<file path="config.mk">
export PLATFORM = sky130hd
export DESIGN_NAME = ringbuf_agen
export DESIGN_NICKNAME = d
export VERILOG_FILES = /design/src/rtl/ringagen_pkg.sv /design/src/rtl/ringagen_state.sv /design/src/rtl/ringagen_sum.sv /design/src/rtl/ringbuf_agen.sv
export SDC_FILE = /design/constraint.sdc
export NUM_CORES = 1
export LEC_CHECK = 0
export ABC_CLOCK_PERIOD_IN_PS = 6100
export BUFFER_PORTS_ARGS = -buffer_cell sky130_fd_sc_hd__buf_2
export CORE_ASPECT_RATIO = 1.25
export CORE_MARGIN = 1.5
export CORE_UTILIZATION = 55
export DETAILED_ROUTE_END_ITERATION = 8
export HOLD_SLACK_MARGIN = 0.06
export PLACE_DENSITY = 0.78
export SLEW_MARGIN = 10
export SYNTH_ARGS = -nofsm -noshare
export SYNTH_HDL_FRONTEND = slang
export SYNTH_SLANG_ARGS = --single-unit
</file>
<file path="constraint.sdc">
create_clock -name clk -period 6.1 [get_ports clk]
set_input_delay 0 -clock clk [delete_from_list [all_inputs] [get_ports clk]]
set_output_delay 0 -clock clk [all_outputs]
set_load 0.005 [all_outputs]
</file>
<file path="src/rtl/ringagen_pkg.sv">
`timescale 1ns/1ps
package ringagen_pkg;
  // per-access control bits taken from the instruction
  typedef struct packed {
    logic tbl;     // table mode
    logic dyn_en;  // add dynamic address
    logic inc_en;  // add one
  } agen_ctl_t;

  // build an all-ones mask of n bits inside a w-bit word
  function automatic logic [31:0] ones_mask(input int n);
    logic [31:0] m;
    m = '0;
    for (int i = 0; i < 32; i++) begin
      if (i < n) m[i] = 1'b1;
    end
    return m;
  endfunction
endpackage

</file>
<file path="src/rtl/ringagen_state.sv">
`timescale 1ns/1ps
module ringagen_state #(
  parameter int WORD_W   = 16,
  parameter int ADDR_W   = 23,
  parameter int MASK_RST = 'h1FFF
) (
  input  logic              clk,
  input  logic              rst,
  input  logic              sample_end,
  input  logic [WORD_W-1:0] mask_in,
  input  logic [ADDR_W-1:0] base_in,
  output logic [WORD_W-1:0] ctr,
  output logic [WORD_W-1:0] mask,
  output logic [ADDR_W-1:0] base
);
  localparam logic [WORD_W-1:0] CTR_RST = WORD_W'(1);
  localparam logic [WORD_W-1:0] MSK_RST = WORD_W'(MASK_RST);

  logic [WORD_W-1:0] ctr_q, mask_q, ctr_dec;
  logic [ADDR_W-1:0] base_q;

  assign ctr_dec = ctr_q - CTR_RST;

  always_ff @(posedge clk) begin
    if (rst) begin
      ctr_q  <= CTR_RST;
      mask_q <= MSK_RST;
      base_q <= '0;
    end else if (sample_end) begin
      // refill uses the mask that governed the ending sample
      ctr_q  <= (ctr_dec == '0) ? mask_q : ctr_dec;
      mask_q <= mask_in;
      base_q <= base_in;
    end
  end

  assign ctr  = ctr_q;
  assign mask = mask_q;
  assign base = base_q;
endmodule

</file>
<file path="src/rtl/ringagen_sum.sv">
`timescale 1ns/1ps
module ringagen_sum
  import ringagen_pkg::*;
#(
  parameter int WORD_W = 16,
  parameter int DYN_W  = 12,
  parameter int TBL_W  = 16,
  parameter int ADDR_W = 23
) (
  input  agen_ctl_t         ctl,
  input  logic [WORD_W-1:0] ofs,
  input  logic [DYN_W-1:0]  dyn,
  input  logic [WORD_W-1:0] ctr,
  input  logic [WORD_W-1:0] mask,
  input  logic [ADDR_W-1:0] base,
  output logic [ADDR_W-1:0] byte_addr
);
  localparam int PAD_W = ADDR_W - WORD_W - 1;

  logic [WORD_W-1:0] tbl_mask, dyn_term, inc_term, ctr_term, sum, word;

  generate
    if (TBL_W >= WORD_W) begin : g_tbl_full
      assign tbl_mask = '1;
    end else begin : g_tbl_part
      localparam logic [31:0] TM = ones_mask(TBL_W);
      assign tbl_mask = TM[WORD_W-1:0];
    end
  endgenerate

  always_comb begin
    dyn_term = ctl.dyn_en ? {{(WORD_W-DYN_W){1'b0}}, dyn} : '0;
    inc_term = {{(WORD_W-1){1'b0}}, ctl.inc_en};
    ctr_term = ctl.tbl ? '0 : ctr;
    sum      = ofs + dyn_term + inc_term + ctr_term;
    word     = sum & (ctl.tbl ? tbl_mask : mask);
    byte_addr = base + {{PAD_W{1'b0}}, word, 1'b0};
  end
endmodule

</file>
<file path="src/rtl/ringbuf_agen.sv">
`timescale 1ns/1ps
module ringbuf_agen
  import ringagen_pkg::*;
#(
  parameter int WORD_W   = 16,
  parameter int DYN_W    = 12,
  parameter int TBL_W    = 16,
  parameter int ADDR_W   = 23,
  parameter int MASK_RST = 'h1FFF
) (
  input  logic              clk,
  input  logic              rst,
  input  logic              step_par_i,
  input  logic              sample_end_i,
  input  logic              tbl_en_i,
  input  logic              dyn_en_i,
  input  logic              inc_en_i,
  input  logic [WORD_W-1:0] ofs_i,
  input  logic [DYN_W-1:0]  dyn_addr_i,
  input  logic [WORD_W-1:0] ring_mask_i,
  input  logic [ADDR_W-1:0] ring_base_i,
  output logic [ADDR_W-1:0] addr_o,
  output logic              addr_vld_o
);
  agen_ctl_t         ctl;
  logic [WORD_W-1:0] ctr_w, mask_w;
  logic [ADDR_W-1:0] base_w, byte_w;
  logic [ADDR_W-1:0] addr_q;
  logic              vld_q;

  assign ctl = '{tbl: tbl_en_i, dyn_en: dyn_en_i, inc_en: inc_en_i};

  ringagen_state #(.WORD_W(WORD_W), .ADDR_W(ADDR_W), .MASK_RST(MASK_RST)) u_state (
    .clk(clk), .rst(rst), .sample_end(sample_end_i),
    .mask_in(ring_mask_i), .base_in(ring_base_i),
    .ctr(ctr_w), .mask(mask_w), .base(base_w)
  );

  ringagen_sum #(.WORD_W(WORD_W), .DYN_W(DYN_W), .TBL_W(TBL_W), .ADDR_W(ADDR_W)) u_sum (
    .ctl(ctl), .ofs(ofs_i), .dyn(dyn_addr_i), .ctr(ctr_w),
    .mask(mask_w), .base(base_w), .byte_addr(byte_w)
  );

  always_ff @(posedge clk) begin
    if (rst) begin
      addr_q <= '0;
      vld_q  <= 1'b0;
    end else begin
      vld_q <= step_par_i;
      if (step_par_i) addr_q <= byte_w;
    end
  end

  assign addr_o     = addr_q;
  assign addr_vld_o = vld_q;
endmodule

</file>
After elaboration in Yosys (flattened, before gate mapping):

Index checks and enable logic that the tools add are counted.

* input bits: 74
* logic and storage cells: 16
* output and inout port bits: 24
* register bits after elaboration: 79

* reductions and logical operators: 1
* add/subtract/negate cells: 5
* bitwise operators: 1
* muxes and demuxes: 4

Operators by type and width (number)
* 2-to-1 mux 16 bit: 3
* adder 16 bit: 2
* adder 23 x 17 -> 23 bit: 1
* adder 16 x 1 -> 16 bit: 1
* bitwise AND 16 bit: 1
* zero test 16 bit: 1
* subtractor 16 x 1 -> 16 bit, second input constant: 1
* 2-to-1 mux 12 bit: 1

Logic depth before layout (Yosys ltp):

Gate-level depths: netlist (run 1).

* depth after elaboration: 6
* mapped depth: 20
* depth with buffers taken out: 19

Hierarchy:

From an unflattened synthesis (run 1), not the netlist that was laid out.

* cells, all modules: 669
* area, all modules: 5740.5 µm²

Modules (own cells, without submodules)
* ringagen_state: sequential area each 1101.1 µm², times used 1, area each 2585.0 µm², cells each 285
* ringagen_sum: sequential area each 0.0 µm², times used 1, area each 2292.2 µm², cells each 308
* ringbuf_agen: sequential area each 480.5 µm², times used 1, area each 863.3 µm², cells each 76

Least setup slack after synthesis (run 1):

Ideal clock, no wire load.

* path kind: flip-flop to flip-flop
* from: register u_state.ctr_q[2] (netlist: u_state.ctr[2])
* to: register addr_q[17] (netlist: addr_o[17])
* buffers on the path: 1
* setup time: 0.095 ns
* data arrival time: 4.481 ns
* cell stages (with the launch flop): 18
* slack: 1.523 ns
* clock period less this slack: 4.577 ns
* data required time: 6.005 ns
* cells stage by stage: dfxtp_1 buf_6 nor2b_1 fa_1 ha_1 nor2b_1 o21a_1 o21ai_0 a211oi_1 or4b_2 nand3_1 ha_1 a21o_1 a21oi_1 nand2b_1 o311a_1 or4_1 o311ai_1

* word-level cells in the longest chain between the ends: 4

RTL lines
* from (decl): RTL line ringagen_state.sv:19 `logic [WORD_W-1:0] ctr_q, mask_q, ctr_dec;`
* from (signal assigned): RTL line ringagen_state.sv:31 `ctr_q <= (ctr_dec == '0) ? mask_q : ctr_dec;`
* 2-to-1 mux 16 bit: RTL line ringagen_sum.sv:34 `ctr_term = ctl.tbl ? '0 : ctr;`
* adder 16 bit: RTL line ringagen_sum.sv:35 `sum = ofs + dyn_term + inc_term + ctr_term;`
* bitwise AND 16 bit: RTL line ringagen_sum.sv:36 `word = sum & (ctl.tbl ? tbl_mask : mask);`
* adder 23 x 17 -> 23 bit: RTL line ringagen_sum.sv:37 `byte_addr = base + {{PAD_W{1'b0}}, word, 1'b0};`
* to (signal assigned): RTL line ringbuf_agen.sv:50 `if (step_par_i) addr_q <= byte_w;`
* to (decl): RTL line ringbuf_agen.sv:28 `logic [ADDR_W-1:0] addr_q;`

Every way passes these cells.
A chain may end at the register's enable or synchronous reset.

Worst setup path after layout (run 1):

Same ends and word-level chain as after synthesis.

==> results of run 1 <==
[metrics by stage]
step	utilization, %	instances
after global placement	61.66	876
after floorplan	-	686
after global routing	68.43	931
final	68.43	931
after CTS	68.43	931
after detailed placement	61.66	876
[logic make-up after synthesis]
group / Yosys count
flip-flops: 79
AND/OR/NAND/NOR: 280
multiplexers: 46
AO/OA/AOI/OAI: 150
XOR/XNOR: 15
adder cells (fa/ha/maj): 50
buffers and inverters: 66
[final timing paths]
check,to,slack [ps],depth (start not counted)
hold / removal,addr_o[10]$_SDFFE_PP0P_,300,3
setup / recovery,addr_o[17]$_SDFFE_PP0P_,1060,16
hold reg to reg,addr_o[12]$_SDFFE_PP0P_,460,2
setup reg to reg,addr_o[17]$_SDFFE_PP0P_,1060,16
[layer usage]
metal / wire, um / part of all wire [%]
met4: 819 / 4.7
met1: 6662 / 39
met3: 948 / 5.5
met2: 8816 / 51
met5: 0 / 0
[cell type report]
class	count	area, um^2	share of cell area [%]
multi-input combinational	541	3879	56.09
sequential	79	1582	22.87
timing repair buffer	139	898.4	12.99
clock buffer	11	252.7	3.655
tap	129	161.4	2.334
inverter	27	101.3	1.466
clock inverter	5	41.29	0.5971
[cells in the final DEF, fill, tap and decap left out, types with 8 or more instances in the layout]
cell and instances:
dlygate4sd3_1 39, inv_1 27, a31oi_1 8, dfxtp_1 79, nand3_1 19, and3_1 10
fa_1 14, o21ai_0 25, mux2i_1 46, clkbuf_16 9, a21o_1 10, nand2b_1 9
and2_1 14, nor3_1 26, nand2_1 35, nand4_1 11, o21a_1 17, buf_2 97
xnor2_1 8, a21oi_1 26, a211oi_1 15, ha_1 36, nor2_1 85, nor2b_1 17
[registers in the layout, indices dropped and copies added, names as in the netlist]
name          cells
addr_o           23
u_state.base     23
u_state.ctr      16
u_state.mask     16
addr_vld_o        1
[power by group]
group	total, uW	switching [uW]	leakage, uW	internal (uW)
Combinational	1420	837	0.00233	587
Sequential	726	121	0.000651	606
Clock	541	239	0.000144	302
[worst max-delay path: stages, from the launching register on]
cell	delay [ps]
dfxtp_1	490
nor2b_1	230
fa_1	450
ha_1	340
nor2b_1	160
o21a_1	200
o21ai_0	290
a211oi_1	190
or4b_2	630
nand3_1	110
ha_1	270
a21o_1	190
a21oi_1	340
nand2b_1	100
o311a_1	420
or4_1	480
o311ai_1	80
==> run_results.csv, run 1 <==
group,metric,value,unit
outcome,status,"completed",
clocking,ctsHoldBuffers,39,
global_routing,grt_overflow,0,
clocking,h-tree-depth,3,
detailed_routing,wl_per_cell,18.52,um
final_layout,n_antenna_cell,0,
logic_synthesis,synthTopCellsByArea,"dfxtp_1, mux2i_1, ha_1",
logic_synthesis,yosys_register_bits,79,
detailed_routing,vias,5633,
logic_synthesis,synth_adder_area_share,12.73,%
logic_synthesis,synth-simple-area-share,26.06,%
global_routing,track_usage,32.50,%
global_routing,use_met2,59.38,%
floorplan,fp.dieW,94.39,um
logic_synthesis,synth_compound_area_share,18.46,%
global_routing,grt_pass1_vias,5717,
detailed_routing,drt-total-wl,17.25,mm
placement,dp_hpwl,12.31,mm
logic_synthesis,synth_top_family_by_area,"simple AND/OR/NAND/NOR gates",
critical_path,worstSetupStartpoint,"u_state.ctr[2]$_SDFFE_PP0P_",
logic_synthesis,yosysTopAreaCell,"dfxtp_1",
clocking,clock-sinks,79,
floorplan,rows,41,
global_routing,antenna_found_initial,0,
sta,hold_slack,296.8,ps
power_and_ir_drop,p_leak,0.003124,uW
global_routing,grt_pass1_wl,27.61,mm
power_and_ir_drop,p_total,2692,uW
min_path,hp-class,"in2reg",
placement,place_ws,1129,ps
sta,hold_viol_final,0,
clocking,cts_root_buf,"clkbuf_16",
logic_synthesis,post_synth.cell_area_avg,8.370,um^2
logic_synthesis,synth-edff-count,0,
placement,gp_routability_congestion,0.9852,
logic_synthesis,ys_types,69,
critical_path,crit_type,"reg2reg",
critical_path,r2r_start,"u_state.ctr[2]$_SDFFE_PP0P_",
detailed_routing,drc_errors,0,
sta,rsz0062_at_grt,"false",
sta,maxSlewHeadroom,37.40,%
final_layout,final_cell_area,6915,um^2
logic_synthesis,synth_top_area_share,27.54,%
global_routing,grt_max_degree,77,
global_routing,met3_usage,5.814,%
clocking,cts_made_buffers,9,
detailed_routing,viasPerCell,6.050,
logic_synthesis,seq_area_frac_synth,27.54,%
floorplan,core_area,10110,um^2
logic_synthesis,synthMuxAreaShare,8.019,%
logic_synthesis,synth_nets,810,
placement,io_buffers,97,
floorplan,die_area,11070,um^2
floorplan,initial_core_util,56.82,%
sta,slew_viol_final,0,
floorplan,fp.dieH,117.2,um
critical_path,cp_max_fo,10,
clocking,cts_tree,"done",
logic_synthesis,synth_area,5742,um^2
logic_synthesis,ys.flop_type,"dfxtp_1",
detailed_routing,drt_first_iter_violations,304,
clocking,post_cts_buffers,0,
sta,max_freq,198.3,MHz
detailed_routing,ant_nets,0,
critical_path,cp.arrival,5300,ps
sta,finalCritPeriodShare,82.66,%
min_path,hp-start,"step_par_i",
logic_synthesis,synth_common_cells,"nor2_1, dfxtp_1, mux2i_1",
sta,max_slew.worst_pin.slew,939.0,ps
critical_path,critPathRequiredTime,6360,ps
logic_synthesis,synth_xor_area_share,2.288,%
run,drv_cap,0,
final_layout,drive_above_1_share,17.08,%
sta,clock_skew,6.723,ps
global_routing,grt-busiest-layer,"met2",
floorplan,io_pins,98,
final_layout,area_delta_synth_final,20.44,%
clocking,clk_pin_slew,70,ps
power_and_ir_drop,p_per_area,389.3,nW/um^2
detailed_routing,drtPass1Iterations,4,
clocking,clock_path_buffers,2,
critical_path,start_kind,"flip-flop",
power_and_ir_drop,ir_drop,0.3010,mV
clocking,postCtsResizedCells,0,
sta,setup_ws,1058,ps
logic_synthesis,yosysMostFrequentCell,"nor2_1",
global_routing,grt_util_met1,35.01,%
logic_synthesis,yosys_warnings,0,
sta,post-route-min-period,5042,ps
final_layout,nets,921,
placement,placed_area,6231,um^2
logic_synthesis,postSynthCellCount,686,
clocking,worstSkewPairLatency,350,ps
logic_synthesis,ys_async_sr_fraction,0,%
sta,fin_setup_tns,0,ps
critical_path,critPathCaptureType,"flip-flop",
sta,setup_viol_count_final,0,
final_layout,fillCellCount,817,
Power figures use the tool's default switching activity.
==> inputs of run 2 (changes only) <==
--- a/config.mk
+++ b/config.mk
@@ -5,11 +5,11 @@
 export SDC_FILE = /design/constraint.sdc
 export NUM_CORES = 1
 export LEC_CHECK = 0
-export ABC_CLOCK_PERIOD_IN_PS = 6100
+export ABC_CLOCK_PERIOD_IN_PS = 4500
 export BUFFER_PORTS_ARGS = -buffer_cell sky130_fd_sc_hd__buf_2
 export CORE_ASPECT_RATIO = 1.25
 export CORE_MARGIN = 1.5
-export CORE_UTILIZATION = 55
+export CORE_UTILIZATION = 52
 export DETAILED_ROUTE_END_ITERATION = 8
 export HOLD_SLACK_MARGIN = 0.06
 export PLACE_DENSITY = 0.78
==> constraint.sdc (replaced) <==
create_clock -name clk -period 4.5 [get_ports clk]
set_input_delay 0 -clock clk [delete_from_list [all_inputs] [get_ports clk]]
set_output_delay 0 -clock clk [all_outputs]
set_load 0.005 [all_outputs]
==> run_results.csv, run 2 (same netlist as run 1, synthesis figures left out) <==
group,metric,value,unit
power_and_ir_drop,p_int,2287,uW
global_routing,met3_usage,4.451,%
power_and_ir_drop,p_total,4013,uW
critical_path,rr_endpoint,"addr_o[21]$_SDFFE_PP0P_",
power_and_ir_drop,p_leak,0.003352,uW
floorplan,fp.dieH,120.5,um
floorplan,io_pins,98,
global_routing,grt_max_degree,76,
placement,place_ws,-119.7,ps
final_layout,final_cell_mix,"buf_2, nor2_1, dfxtp_1, mux2i_1, dlygate4sd3_1",
power_and_ir_drop,power.share.clock,20.9,%
critical_path,cp_slowest_stage_delay,610,ps
detailed_routing,vias,5830,
critical_path,critPathCaptureType,"flip-flop",
placement,gp_routability_congestion,0.9740,
clocking,cts_root_buf,"clkbuf_16",
clocking,h-tree-depth,3,
global_routing,antenna_found_initial,0,
final_layout,fillCellCount,860,
global_routing,use_met2,54.98,%
floorplan,die_area,11690,um^2
placement,placed_area,6486,um^2
clocking,clock_path_buffers,2,
critical_path,crit_chain,"nor2b_2 -> fa_1 -> ha_1 -> or2_2 -> a21oi_4 -> a211oi_2 -> or4b_2 -> nand3_1 -> ha_1 -> a21o_1 -> a21oi_4 -> nand2b_1 -> o311a_4 -> o21ai_0 -> or3b_1",
final_layout,utilization,69.39,%
critical_path,critPathRequiredTime,4740,ps
sta,max_slew.worst_pin.slew,946.4,ps
power_and_ir_drop,p_per_area,542.2,nW/um^2
global_routing,grt_pass1_wl,28.46,mm
global_routing,grt-busiest-layer,"met2",
sta,clock_skew,8.084,ps
global_routing,grt_util_met1,34.00,%
critical_path,start_kind,"flip-flop",
final_layout,seq_area,1583,um^2
critical_path,ff2ff_setup_slack,90,ps
power_and_ir_drop,comb_power_share,56.1,%
critical_path,critPathSlowestCell,"or4b_2",
sta,fin_setup_tns,0,ps
global_routing,grt_overflow,0,
floorplan,rows,42,
sta,hold_viol_final,0,
power_and_ir_drop,power_frac_seq,23.0,%
detailed_routing,wl_per_cell,18.43,um
detailed_routing,drc_errors,0,
power_and_ir_drop,swShare,43.00,%
clocking,cts_tree,"done",
sta,maxSlewHeadroom,36.91,%
min_path,whs_endpoint,"u_state.ctr[1]$_SDFFE_PP0P_",
floorplan,initial_core_util,53.82,%
detailed_routing,viasPerCell,6.017,
run,drv_cap,0,
sta,setup_ws,86.30,ps
clocking,clk_pin_slew,70,ps
global_routing,track_usage,30.52,%
final_layout,multiInputGateArea,4054,um^2
floorplan,core_area,10670,um^2
min_path,hold_path_depth,4,
clocking,worstSkewPairLatency,350,ps
min_path,hp-start,"sample_end_i",
sta,max_freq,226.6,MHz
final_layout,area_delta_synth_final,28.92,%
sta,setup_viol_count_final,0,
final_layout,drive_above_1_share,24.01,%
min_path,hp-class,"in2reg",
critical_path,cp_max_fo,5,
final_layout,final_cell_area,7402,um^2
clocking,cts_made_buffers,9,
detailed_routing,drtPass1Iterations,5,
detailed_routing,ant_nets,0,
critical_path,r2r_start,"u_state.ctr[5]$_SDFFE_PP0P_",
placement,dp_hpwl,12.84,mm
sta,finalCritPeriodShare,98.08,%
detailed_routing,drt-total-wl,17.86,mm
power_and_ir_drop,switching_power,1726,uW
final_layout,n_antenna_cell,0,
power_and_ir_drop,ir_drop,0.3258,mV
sta,slew_viol_final,0,
final_layout,final_common_cell,"buf_2",
critical_path,ff2ff_path_depth,15,
critical_path,cp.arrival,4650,ps
detailed_routing,drt_first_iter_violations,283,
final_layout,nets,956,
placement,io_buffers,97,
sta,post-route-min-period,4414,ps
floorplan,fp.dieW,96.99,um
outcome,status,"completed",
global_routing,grt_pass1_vias,5852,
critical_path,crit_type,"reg2reg",
clocking,clock-sinks,79,
==> run 2: what timing repair did <==
item	in CTS	in global routing
setup endpoints to repair	7	13
pin swaps	0	9
hold buffers	39	0
gates resized for setup	3	40
endpoints found under the hold margin	39	0
setup buffers	0	2
==> run 2: metrics by stage <==
stage               hold WS, ps  cells
floorplan                 94.74    686
global route              241.5    969
finish                    194.4    969
detailed placement        225.0    912
global placement          217.7    912
CTS                       199.1    967
==> run 2: final cells by class <==
type | count | share of cell area (%)
clock buffers | 9 | 3.043
multi-input cells | 541 | 54.77
flip-flops and latches | 79 | 21.38
clock inverters | 7 | 1.521
repair buffers | 174 | 15.69
inverters | 27 | 1.369
well taps | 132 | 2.231
==> run 2: how the worst max path moves through the flow <==
stage	start	to	slack, ps	cells past startpoint
2_1_floorplan	u_state.ctr[2]$_SDFFE_PP0P_	addr_o[17]$_SDFFE_PP0P_	80	17
3_3_place_gp	u_state.ctr[1]$_SDFFE_PP0P_	addr_o[10]$_SDFFE_PP0P_	-20	18
4_1_cts	u_state.ctr[5]$_SDFFE_PP0P_	addr_o[17]$_SDFFE_PP0P_	4	15
5_1_grt	u_state.ctr[2]$_SDFFE_PP0P_	addr_o[17]$_SDFFE_PP0P_	-20	16
3_5_place_dp	u_state.ctr[1]$_SDFFE_PP0P_	addr_o[10]$_SDFFE_PP0P_	-120	18
6_report	u_state.ctr[5]$_SDFFE_PP0P_	addr_o[21]$_SDFFE_PP0P_	90	15
==> run 2: critical path: cells and delay by family (launching register included) <==
kind | cells | cell delay, ps
compound gates | 6 | 1250
fa+ha+maj | 3 | 1060
flops | 1 | 320
simple gates | 6 | 1670
==> run 2: power groups by stage <==
stage	combinational, uW	sequential [uW]	clock, uW
global placement	2020	925	0
global route	2440	935	872
detailed placement	2070	931	0
CTS	2120	917	846
finish	2250	921	841
floorplan	1500	912	0
==> run 2: layer usage <==
layer | part of all wire (%) | vias to the layer above
li1 | - | 2800
met1 | 39 | 2751
met2 | 51 | 217
met3 | 4.8 | 62
met4 | 5.5 | 0
met5 | 0 | -
==> inputs of run 3 (changes only) <==
--- a/config.mk
+++ b/config.mk
@@ -5,11 +5,11 @@
 export SDC_FILE = /design/constraint.sdc
 export NUM_CORES = 1
 export LEC_CHECK = 0
-export ABC_CLOCK_PERIOD_IN_PS = 4500
+export ABC_CLOCK_PERIOD_IN_PS = 5000
 export BUFFER_PORTS_ARGS = -buffer_cell sky130_fd_sc_hd__buf_2
 export CORE_ASPECT_RATIO = 1.25
 export CORE_MARGIN = 1.5
-export CORE_UTILIZATION = 52
+export CORE_UTILIZATION = 55
 export DETAILED_ROUTE_END_ITERATION = 8
 export HOLD_SLACK_MARGIN = 0.06
 export PLACE_DENSITY = 0.78
==> constraint.sdc (replaced) <==
create_clock -name clk -period 5 [get_ports clk]
set_input_delay 0 -clock clk [delete_from_list [all_inputs] [get_ports clk]]
set_output_delay 0 -clock clk [all_outputs]
set_load 0.005 [all_outputs]
==> run_results.csv, run 3 (same netlist as run 1, synthesis figures left out) <==
group,metric,value,unit
placement,gp_routability_congestion,0.9890,
sta,max_slew.worst_pin.slew,920.4,ps
critical_path,ff2ff_path_depth,18,
global_routing,grt_pass1_wl,27.60,mm
critical_path,crit_chain,"inv_1 -> nor2_1 -> fa_1 -> inv_1 -> fa_1 -> nor2b_1 -> o21a_1 -> o21ai_1 -> a211oi_2 -> or4b_2 -> nand3_1 -> ha_1 -> a21o_1 -> a21oi_4 -> nand2b_1 -> o311a_4 -> or4_1 -> o311ai_1",
floorplan,initial_core_util,56.82,%
global_routing,grt_util_met1,35.44,%
detailed_routing,drt_first_iter_violations,366,
clocking,post_cts_buffers,0,
power_and_ir_drop,p_total,3333,uW
floorplan,fp.dieW,94.39,um
critical_path,critPathRequiredTime,5250,ps
floorplan,die_area,11070,um^2
sta,fin_setup_tns,0,ps
sta,setup_ws,290.6,ps
critical_path,crit_cells,18,
global_routing,use_met2,58.66,%
critical_path,crit_family,"simple AND/OR/NAND/NOR gates",
critical_path,cp.buffers_inverters,2,
critical_path,start_kind,"flip-flop",
global_routing,grt_pass1_vias,5726,
detailed_routing,wl_per_cell,18.21,um
clocking,cts_made_buffers,9,
clocking,cts_tree,"done",
final_layout,n_antenna_cell,0,
sta,slew_viol_final,0,
sta,max_freq,212.3,MHz
floorplan,core_area,10110,um^2
sta,clock_skew,7.262,ps
final_layout,drive_above_1_share,18.72,%
floorplan,io_pins,98,
detailed_routing,ant_nets,0,
clocking,clock_path_buffers,2,
global_routing,grt_max_degree,77,
global_routing,antenna_found_initial,0,
final_layout,nets,931,
critical_path,critPathSlowestCell,"or4b_2",
placement,dp_hpwl,12.54,mm
critical_path,critPathCaptureType,"flip-flop",
floorplan,rows,41,
critical_path,cp.arrival,4960,ps
critical_path,crit_end,"addr_o[17]$_SDFFE_PP0P_",
detailed_routing,viasPerCell,6.045,
critical_path,worstSetupStartpoint,"u_state.ctr[1]$_SDFFE_PP0P_",
critical_path,crit_type,"reg2reg",
clocking,clk_pin_slew,60,ps
sta,hold_viol_final,0,
final_layout,area_delta_synth_final,22.62,%
detailed_routing,drt-total-wl,17.13,mm
critical_path,ff2ff_setup_slack,290,ps
clocking,worstSkewPairLatency,340,ps
clocking,cts_root_buf,"clkbuf_16",
sta,post-route-min-period,4709,ps
placement,place_ws,98.06,ps
global_routing,met3_usage,4.328,%
critical_path,r2r_start,"u_state.ctr[1]$_SDFFE_PP0P_",
placement,io_buffers,97,
run,drv_cap,0,
global_routing,grt-busiest-layer,"met2",
critical_path,cp_slowest_stage_delay,620,ps
detailed_routing,vias,5688,
sta,maxSlewHeadroom,38.64,%
sta,finalCritPeriodShare,94.19,%
min_path,hp-class,"in2reg",
clocking,clock-sinks,79,
power_and_ir_drop,p_leak,0.003179,uW
detailed_routing,drtPass1Iterations,5,
power_and_ir_drop,ir_drop,0.2940,mV
critical_path,cp_max_fo,6,
global_routing,track_usage,32.43,%
final_layout,final_cell_mix,"buf_2, nor2_1, dfxtp_1, mux2i_1, dlygate4sd3_1",
outcome,status,"completed",
global_routing,grt_overflow,0,
clocking,h-tree-depth,3,
final_layout,final_common_cell,"buf_2",
power_and_ir_drop,p_per_area,473.4,nW/um^2
floorplan,fp.dieH,117.2,um
sta,setup_viol_count_final,0,
detailed_routing,drc_errors,0,
critical_path,rr_endpoint,"addr_o[17]$_SDFFE_PP0P_",
-- run 3: area by class of cell --
cell class	count	area [um^2]
clock buffer	12	266.5
clock inverter	4	36.28
fill	806	3065
inverter	27	101.3
multi-input combinational	541	3920
sequential	79	1582
tap	129	161.4
timing repair buffer	149	973.4
-- run 3: per-layer routing --
| layer | up-vias | wire length (um) |
|---|---|---|
| li1 | 2752 | - |
| met4 | 0 | 898 |
| met1 | 2704 | 6691 |
| met2 | 181 | 8803 |
| met5 | - | 0 |
| met3 | 51 | 738 |
-- run 3: per-stage QoR --
stage | cell area [um^2] | hold slack (ps) | std cells | util [%]
floorplan | 5742 | 94.74 | 686 | -
global placement | 6306 | 218.0 | 886 | 62.40
detailed placement | 6306 | 219.2 | 886 | 62.40
CTS | 6999 | 293.4 | 941 | 69.26
global route | 7041 | 351.5 | 941 | 69.67
finish | 7041 | 298.2 | 941 | 69.67
-- run 3: what timing repair did --
action                                  in CTS  in global routing
endpoints found under the hold margin       39                  0
hold buffers                                39                  0
endpoints found under the setup margin       0                 10
gates resized for setup                      0                 12
-- run 3: worst min-delay path by stage --
| stage | startpoint | to | depth (start not counted) |
|---|---|---|---|
| floorplan | rst | addr_vld_o$_SDFF_PP0_ | 1 |
| global placement | ring_mask_i[2] | u_state.mask[2]$_SDFFE_PP1P_ | 3 |
| detailed placement | ring_mask_i[2] | u_state.mask[2]$_SDFFE_PP1P_ | 3 |
| CTS | step_par_i | addr_o[5]$_SDFFE_PP0P_ | 3 |
| global route | rst | u_state.base[2]$_SDFFE_PP0P_ | 3 |
| finish | rst | u_state.base[20]$_SDFFE_PP0P_ | 3 |
-- run 3: tightest hold or removal path, stage by stage --
cell	delay [ps]
buf_2	100
buf_4	330
nor2_1	180
-- run 3: report_power, final --
group,switching (uW),internal [uW]
clock,285,384
combinational,1070,754
sequential,106,739
